**config.mk**
```make
export PLATFORM = sky130hd
export DESIGN_NAME = xcvr_top
export DESIGN_NICKNAME = d
export VERILOG_FILES = /design/src/rtl/xcvr_pkg.sv /design/src/rtl/xcvr_edge.sv /design/src/rtl/xcvr_store.sv /design/src/rtl/xcvr_lane.sv /design/src/rtl/xcvr_top.sv
export SDC_FILE = /design/constraint.sdc
export NUM_CORES = 1
export LEC_CHECK = 0
export BUFFER_PORTS_ARGS = -buffer_cell sky130_fd_sc_hd__buf_2
export CAP_MARGIN = 20
export CELL_PAD_IN_SITES_DETAIL_PLACEMENT = 1
export CELL_PAD_IN_SITES_GLOBAL_PLACEMENT = 1
export CORE_MARGIN = 2
export CORE_UTILIZATION = 39
export CTS_CLUSTER_DIAMETER = 50
export DETAILED_ROUTE_END_ITERATION = 10
export MAX_ROUTING_LAYER = met4
export PLACE_DENSITY = 0.87
export SYNTH_ARGS = -nofsm -noshare
export SYNTH_HDL_FRONTEND = slang
export SYNTH_SLANG_ARGS = --single-unit
```
**constraint.sdc**
```tcl
create_clock -name clk -period 3.61 [get_ports clk]
set_clock_uncertainty 0.2 [all_clocks]
set_input_delay 0.5415 -clock clk [delete_from_list [all_inputs] [get_ports clk]]
set_output_delay 0.5415 -clock clk [all_outputs]
set_load 0.02 [all_outputs]
```
**src/rtl/xcvr_pkg.sv**
```systemverilog
package xcvr_pkg;
  localparam int NDIR = 2;
  localparam int DIR_AB = 0;
  localparam int DIR_BA = 1;

  // rising edge of a sampled bus clock
  function automatic logic rise_seen(input logic now_lvl, input logic prev_lvl);
    return now_lvl & ~prev_lvl;
  endfunction

  // load condition while the latch is closed
  function automatic logic load_on_edge(input logic le, input logic rise, input logic cen_n);
    return ~le & rise & ~cen_n;
  endfunction
endpackage

```
**src/rtl/xcvr_edge.sv**
```systemverilog
module xcvr_edge #(
  parameter logic RESET_LVL = 1'b1
) (
  input  logic clk,
  input  logic rst_n,
  input  logic lvl,
  output logic rise
);
  import xcvr_pkg::*;
  logic prev_q;

  always_ff @(posedge clk or negedge rst_n) begin
    if (!rst_n) prev_q <= RESET_LVL;
    else        prev_q <= lvl;
  end

  assign rise = rise_seen(lvl, prev_q);
endmodule

```
**src/rtl/xcvr_store.sv**
```systemverilog
module xcvr_store #(
  parameter int W = 18
) (
  input  logic         clk,
  input  logic         rst_n,
  input  logic         le,
  input  logic         load,
  input  logic [W-1:0] d,
  output logic [W-1:0] q
);
  logic take;
  assign take = le | load;

  for (genvar i = 0; i < W; i++) begin : g_bit
    always_ff @(posedge clk or negedge rst_n) begin
      if (!rst_n)    q[i] <= 1'b0;
      else if (take) q[i] <= d[i];
    end
  end
endmodule

```
**src/rtl/xcvr_lane.sv**
```systemverilog
module xcvr_lane #(
  parameter int W = 18
) (
  input  logic         clk,
  input  logic         rst_n,
  input  logic [W-1:0] din,
  input  logic         oe_n,
  input  logic         le,
  input  logic         bclk,
  input  logic         cen_n,
  output logic [W-1:0] dout,
  output logic         drive,
  output logic [W-1:0] store,
  output logic         cap
);
  import xcvr_pkg::*;
  logic rise;
  logic [W-1:0] shown;

  xcvr_edge #(.RESET_LVL(1'b1)) u_edge (
    .clk(clk), .rst_n(rst_n), .lvl(bclk), .rise(rise)
  );

  assign cap = load_on_edge(le, rise, cen_n);

  xcvr_store #(.W(W)) u_store (
    .clk(clk), .rst_n(rst_n), .le(le), .load(cap), .d(din), .q(store)
  );

  assign shown = le ? din : store;
  assign drive = ~oe_n;
  assign dout  = drive ? shown : '0;
endmodule

```
**src/rtl/xcvr_top.sv**
```systemverilog
module xcvr_top #(
  parameter int W = 18
) (
  input  logic         clk,
  input  logic         rst_n,
  input  logic [W-1:0] a_in,
  input  logic [W-1:0] b_in,
  input  logic         ab_oe_n,
  input  logic         ab_le,
  input  logic         ab_bclk,
  input  logic         ab_cen_n,
  input  logic         ba_oe_n,
  input  logic         ba_le,
  input  logic         ba_bclk,
  input  logic         ba_cen_n,
  output logic [W-1:0] b_out,
  output logic         b_drive,
  output logic [W-1:0] a_out,
  output logic         a_drive
);
  import xcvr_pkg::*;

  logic [W-1:0] din_v   [NDIR];
  logic [W-1:0] dout_v  [NDIR];
  logic [W-1:0] store_v [NDIR];
  logic         oe_v    [NDIR];
  logic         le_v    [NDIR];
  logic         bclk_v  [NDIR];
  logic         cen_v   [NDIR];
  logic         drv_v   [NDIR];
  logic         cap_v   [NDIR];

  // named internal events for the checker
  logic [W-1:0] ab_store, ba_store;
  logic         ab_cap, ba_cap;

  assign din_v[DIR_AB]  = a_in;     assign din_v[DIR_BA]  = b_in;
  assign oe_v[DIR_AB]   = ab_oe_n;  assign oe_v[DIR_BA]   = ba_oe_n;
  assign le_v[DIR_AB]   = ab_le;    assign le_v[DIR_BA]   = ba_le;
  assign bclk_v[DIR_AB] = ab_bclk;  assign bclk_v[DIR_BA] = ba_bclk;
  assign cen_v[DIR_AB]  = ab_cen_n; assign cen_v[DIR_BA]  = ba_cen_n;

  for (genvar d = 0; d < NDIR; d++) begin : g_dir
    xcvr_lane #(.W(W)) u_lane (
      .clk(clk), .rst_n(rst_n), .din(din_v[d]), .oe_n(oe_v[d]),
      .le(le_v[d]), .bclk(bclk_v[d]), .cen_n(cen_v[d]),
      .dout(dout_v[d]), .drive(drv_v[d]), .store(store_v[d]), .cap(cap_v[d])
    );
  end

  assign b_out    = dout_v[DIR_AB];
  assign b_drive  = drv_v[DIR_AB];
  assign a_out    = dout_v[DIR_BA];
  assign a_drive  = drv_v[DIR_BA];
  assign ab_store = store_v[DIR_AB];
  assign ba_store = store_v[DIR_BA];
  assign ab_cap   = cap_v[DIR_AB];
  assign ba_cap   = cap_v[DIR_BA];
endmodule

```
==> out/summary.log <==
qor: outcome.outcome finished clean
qor: layout.nets 358
qor: timing.timing_max_transition_violations_final 0
qor: placed_design.placedCellCount 380
qor: synth.number_of_distinct_standard_cells_referenced_by_the_synthesized_netlist 13
qor: worst_setup_path.r2r_slack 1.82 ns
qor: route.drt-vias-per-instance 5.71
qor: layout.area_occupied_by_registers 953 µm²
qor: global_route.grt_max_degree 39
qor: cts.cts_hold_buffers 0
qor: layout.layout.filler_cells 716
qor: route.drtIter0Drc 136
qor: layout.number_of_standard_cells_in_the_layout_taps_in_and_fillers_out 387
qor: floorplan.chipHeight 81.3 µm
qor: global_route.grt_antenna_before_repair 0
qor: placed_design.detailedPlacementHpwl 4540 µm
qor: global_route.groute.usage.overall 0.220
qor: floorplan.placeableCoreArea 5850 µm²
qor: cts.clkLatencyLatePin 0.28 ns
qor: timing.final.setup.worst_slack 1.35 ns
qor: floorplan.rows 28
qor: synth.yosysWarnings 0
qor: worst_setup_path.rr_endpoint g_dir[1].u_lane.u_store.q[16]$_DFFE_PN0P_
qor: cts.cts-htree-levels 2
qor: route.totalWireLength 6710 µm
qor: worst_setup_path.max_stage_delay 0.42 ns
qor: global_route.first_global_vias 2357
qor: worst_setup_path.setup.worst_path.start_class input port
qor: cts.tritoncts_clock_tree yes
qor: floorplan.area_of_the_die 6610 µm²
qor: global_route.global_route.overflow_total 0
qor: worst_setup_path.reg2reg_depth 2
qor: synth.post-synth-top-area-cell sky130_fd_sc_hd__dfrtp_1
qor: layout.post_route_cells_drive_above_1_share 0.298
qor: worst_setup_path.critical-path-slowest-cell sky130_fd_sc_hd__buf_2
qor: timing.post-route-min-period 2.26 ns
qor: cts.clock_sink_count 38
qor: synth.synthesis.nets 292
qor: placed_design.port_buffers 83
qor: timing.hold_ws 0.168 ns
qor: timing.finalHoldViolCount 0
qor: timing.max_freq 0.442 GHz
qor: pwr.peakVddDrop 0.164 mV
qor: timing.worstMarginPinSlew 0.887 ns
qor: placed_design.place_worst_setup_slack 1.34 ns
qor: route.remaining_drc_errors 0
qor: min_path.hp-class in -> async
qor: worst_setup_path.r2r-start g_dir[1].u_lane.u_edge.prev_q$_DFF_PN1_
qor: cts.cts-root-buf sky130_fd_sc_hd__clkbuf_8
qor: floorplan.num_io_pins 84
qor: worst_setup_path.worst-endpoint-required 2.87 ns
qor: timing.finalSetupViolCount 0
qor: pwr.cellLeakagePower 1.23 nW
qor: floorplan.die-width 81.3 µm
qor: timing.rsz_0062_raised_after_global_routing false
qor: worst_setup_path.crit_arrival 1.52 ns
qor: floorplan.initial_utilization 0.399
qor: timing.min_period_over_period 0.626
qor: synth.post_synthesis_register_bit_count 38
qor: route.routed-via-count 2208
qor: worst_setup_path.worstPathCellList buf_2 > nand2_1 > a21oi_1 > buf_2
qor: worst_setup_path.critical_path.n_buffers_inverters 2
qor: cts.ctsResizeCount 0
qor: worst_setup_path.path_class in -> out
qor: synth.netlist_instances 246
qor: route.drtPass1Iterations 4
qor: cts.cts.path.max_buffers 2
qor: route.detail_route.wl_per_cell 17.3 µm
qor: placed_design.replace_congestion 0.739
qor: cts.cts_inserted_buffers 5
qor: layout.inserted_diodes 0
qor: cts.clk_transition_reported_paths 0.08 ns
qor: run.cap_viol_max_count 0
qor: timing.relSlewSlack 0.408
qor: route.antenna_violating_nets_post_route 0
qor: layout.post_synthesis_to_final_layout_area_growth 20.5%
qor: layout.multi_input_area 1250 µm²
qor: synth.synth_top_cell_area_share 0.386
qor: worst_setup_path.cpLargestDelayFamily buffers and inverters
qor: cts.post_cts_buffers 0
qor: synth.netlist_area 2330 µm²
qor: pwr.power_density 368 nW/µm²
qor: timing.setup_tns 0 ns
qor: synth.post_synth.cell_area_avg 9.48 µm²
qor: global_route.global_route_wire_length_before_repair 11000 µm
qor: worst_setup_path.worstSetupEndpointType primary output
qor: synth.portion_of_the_post_synthesis_area_used_by_sequential_elements 0.409
qor: synth.synthTopCellsByArea sky130_fd_sc_hd__dfrtp_1 (39%), sky130_fd_sc_hd__nand4bb_1 (17%), sky130_fd_sc_hd__o211ai_1 (12%), sky130_fd_sc_hd__nand2b_1 (9.7%), sky130_fd_sc_hd__a21oi_1 (7.7%)
qor: worst_setup_path.most_common_cell_type_on_the_critical_path sky130_fd_sc_hd__buf_2
qor: worst_setup_path.timing.critical_path.fanout_max 36
-- layer usage --
metal / part of all wire / up-vias / routed length [µm] / track usage
met2: 0.51 / 50 / 3440 / 0.380
met5: 0 / - / 0 / -
li1: - / 1037 / - / -
met1: 0.44 / 1111 / 2940 / 0.262
met3: 0.035 / 10 / 235 / 0.0322
met4: 0.013 / 0 / 90 / 0.0712
-- synthesized netlist by cell type, drive strengths merged --
cell type and count:
a21oi 36, dfrtp 36, nand2 36, nand2b 36, nand4bb 36, o211ai 36, clkbuf 14, buf 10
dfstp 2, inv 2, nor3b 2
-- worst reg2reg max path, cell delays in order, from the launching register on --
cell                       delay (ns)
sky130_fd_sc_hd__dfstp_2         0.47
sky130_fd_sc_hd__nor3b_4         0.75
sky130_fd_sc_hd__o211ai_1        0.22
-- worst max path at each step --
stage	start	depth (start not counted)	end
floorplan	ba_le	5	a_out[10]
finish	ab_le	4	b_out[12]
CTS	ba_le	4	a_out[15]
global placement	ba_bclk	3	g_dir[1].u_lane.u_store.q[16]$_DFFE_PN0P_
global route	ba_le	4	a_out[15]
detailed placement	ba_le	4	a_out[15]
-- registers in the layout, indices dropped and copies added, names as in the netlist --
register                    cells
g_dir.u_lane.u_edge.prev_q      2
g_dir.u_lane.u_store.q         36
-- through the flow --
step,utilization,power [W],instance area (µm²)
floorplan,-,0.000654,2330
global placement,0.466,0.000739,2720
detailed placement,0.466,0.000748,2720
CTS,0.480,0.00105,2810
global route,0.480,0.00110,2810
finish,0.480,0.00104,2810
-- area by class of cell --
type	count	share of cell area
multi-input combinational	182	0.446
inverter	2	0.00267
clock buffer	7	0.0307
timing repair buffer	83	0.148
tap	75	0.0334
sequential	38	0.339
-- report_power, final --
part / total [W] / internal (W) / switching, W / leakage [nW]
Clock: 0.000297 / 0.000152 / 0.000145 / 0.0443
Sequential: 0.000488 / 0.000470 / 0.0000184 / 0.454
Combinational: 0.000250 / 0.0000987 / 0.000152 / 0.728
-- kinds of logic after synthesis --
logic type,Yosys count,share of synthesized area
buffers and inverters,26,0.0536
DFF,38,0.409
AOI/OAI and AO/OA,72,0.193
and+or+nand+nor,110,0.344
-- placed cells by master (no fill, tap or decap) --
cell / instances
sky130_fd_sc_hd__nor3b_4: 2
sky130_fd_sc_hd__nand2b_1: 36
sky130_fd_sc_hd__buf_2: 83
sky130_fd_sc_hd__clkbuf_8: 6
sky130_fd_sc_hd__nand4bb_1: 36
sky130_fd_sc_hd__a21oi_1: 36
sky130_fd_sc_hd__inv_1: 2
sky130_fd_sc_hd__dfrtp_1: 36
sky130_fd_sc_hd__dfstp_2: 2
sky130_fd_sc_hd__clkbuf_1: 1
sky130_fd_sc_hd__nand2_1: 36
sky130_fd_sc_hd__o211ai_1: 36
(Power assumes the default switching activity.)
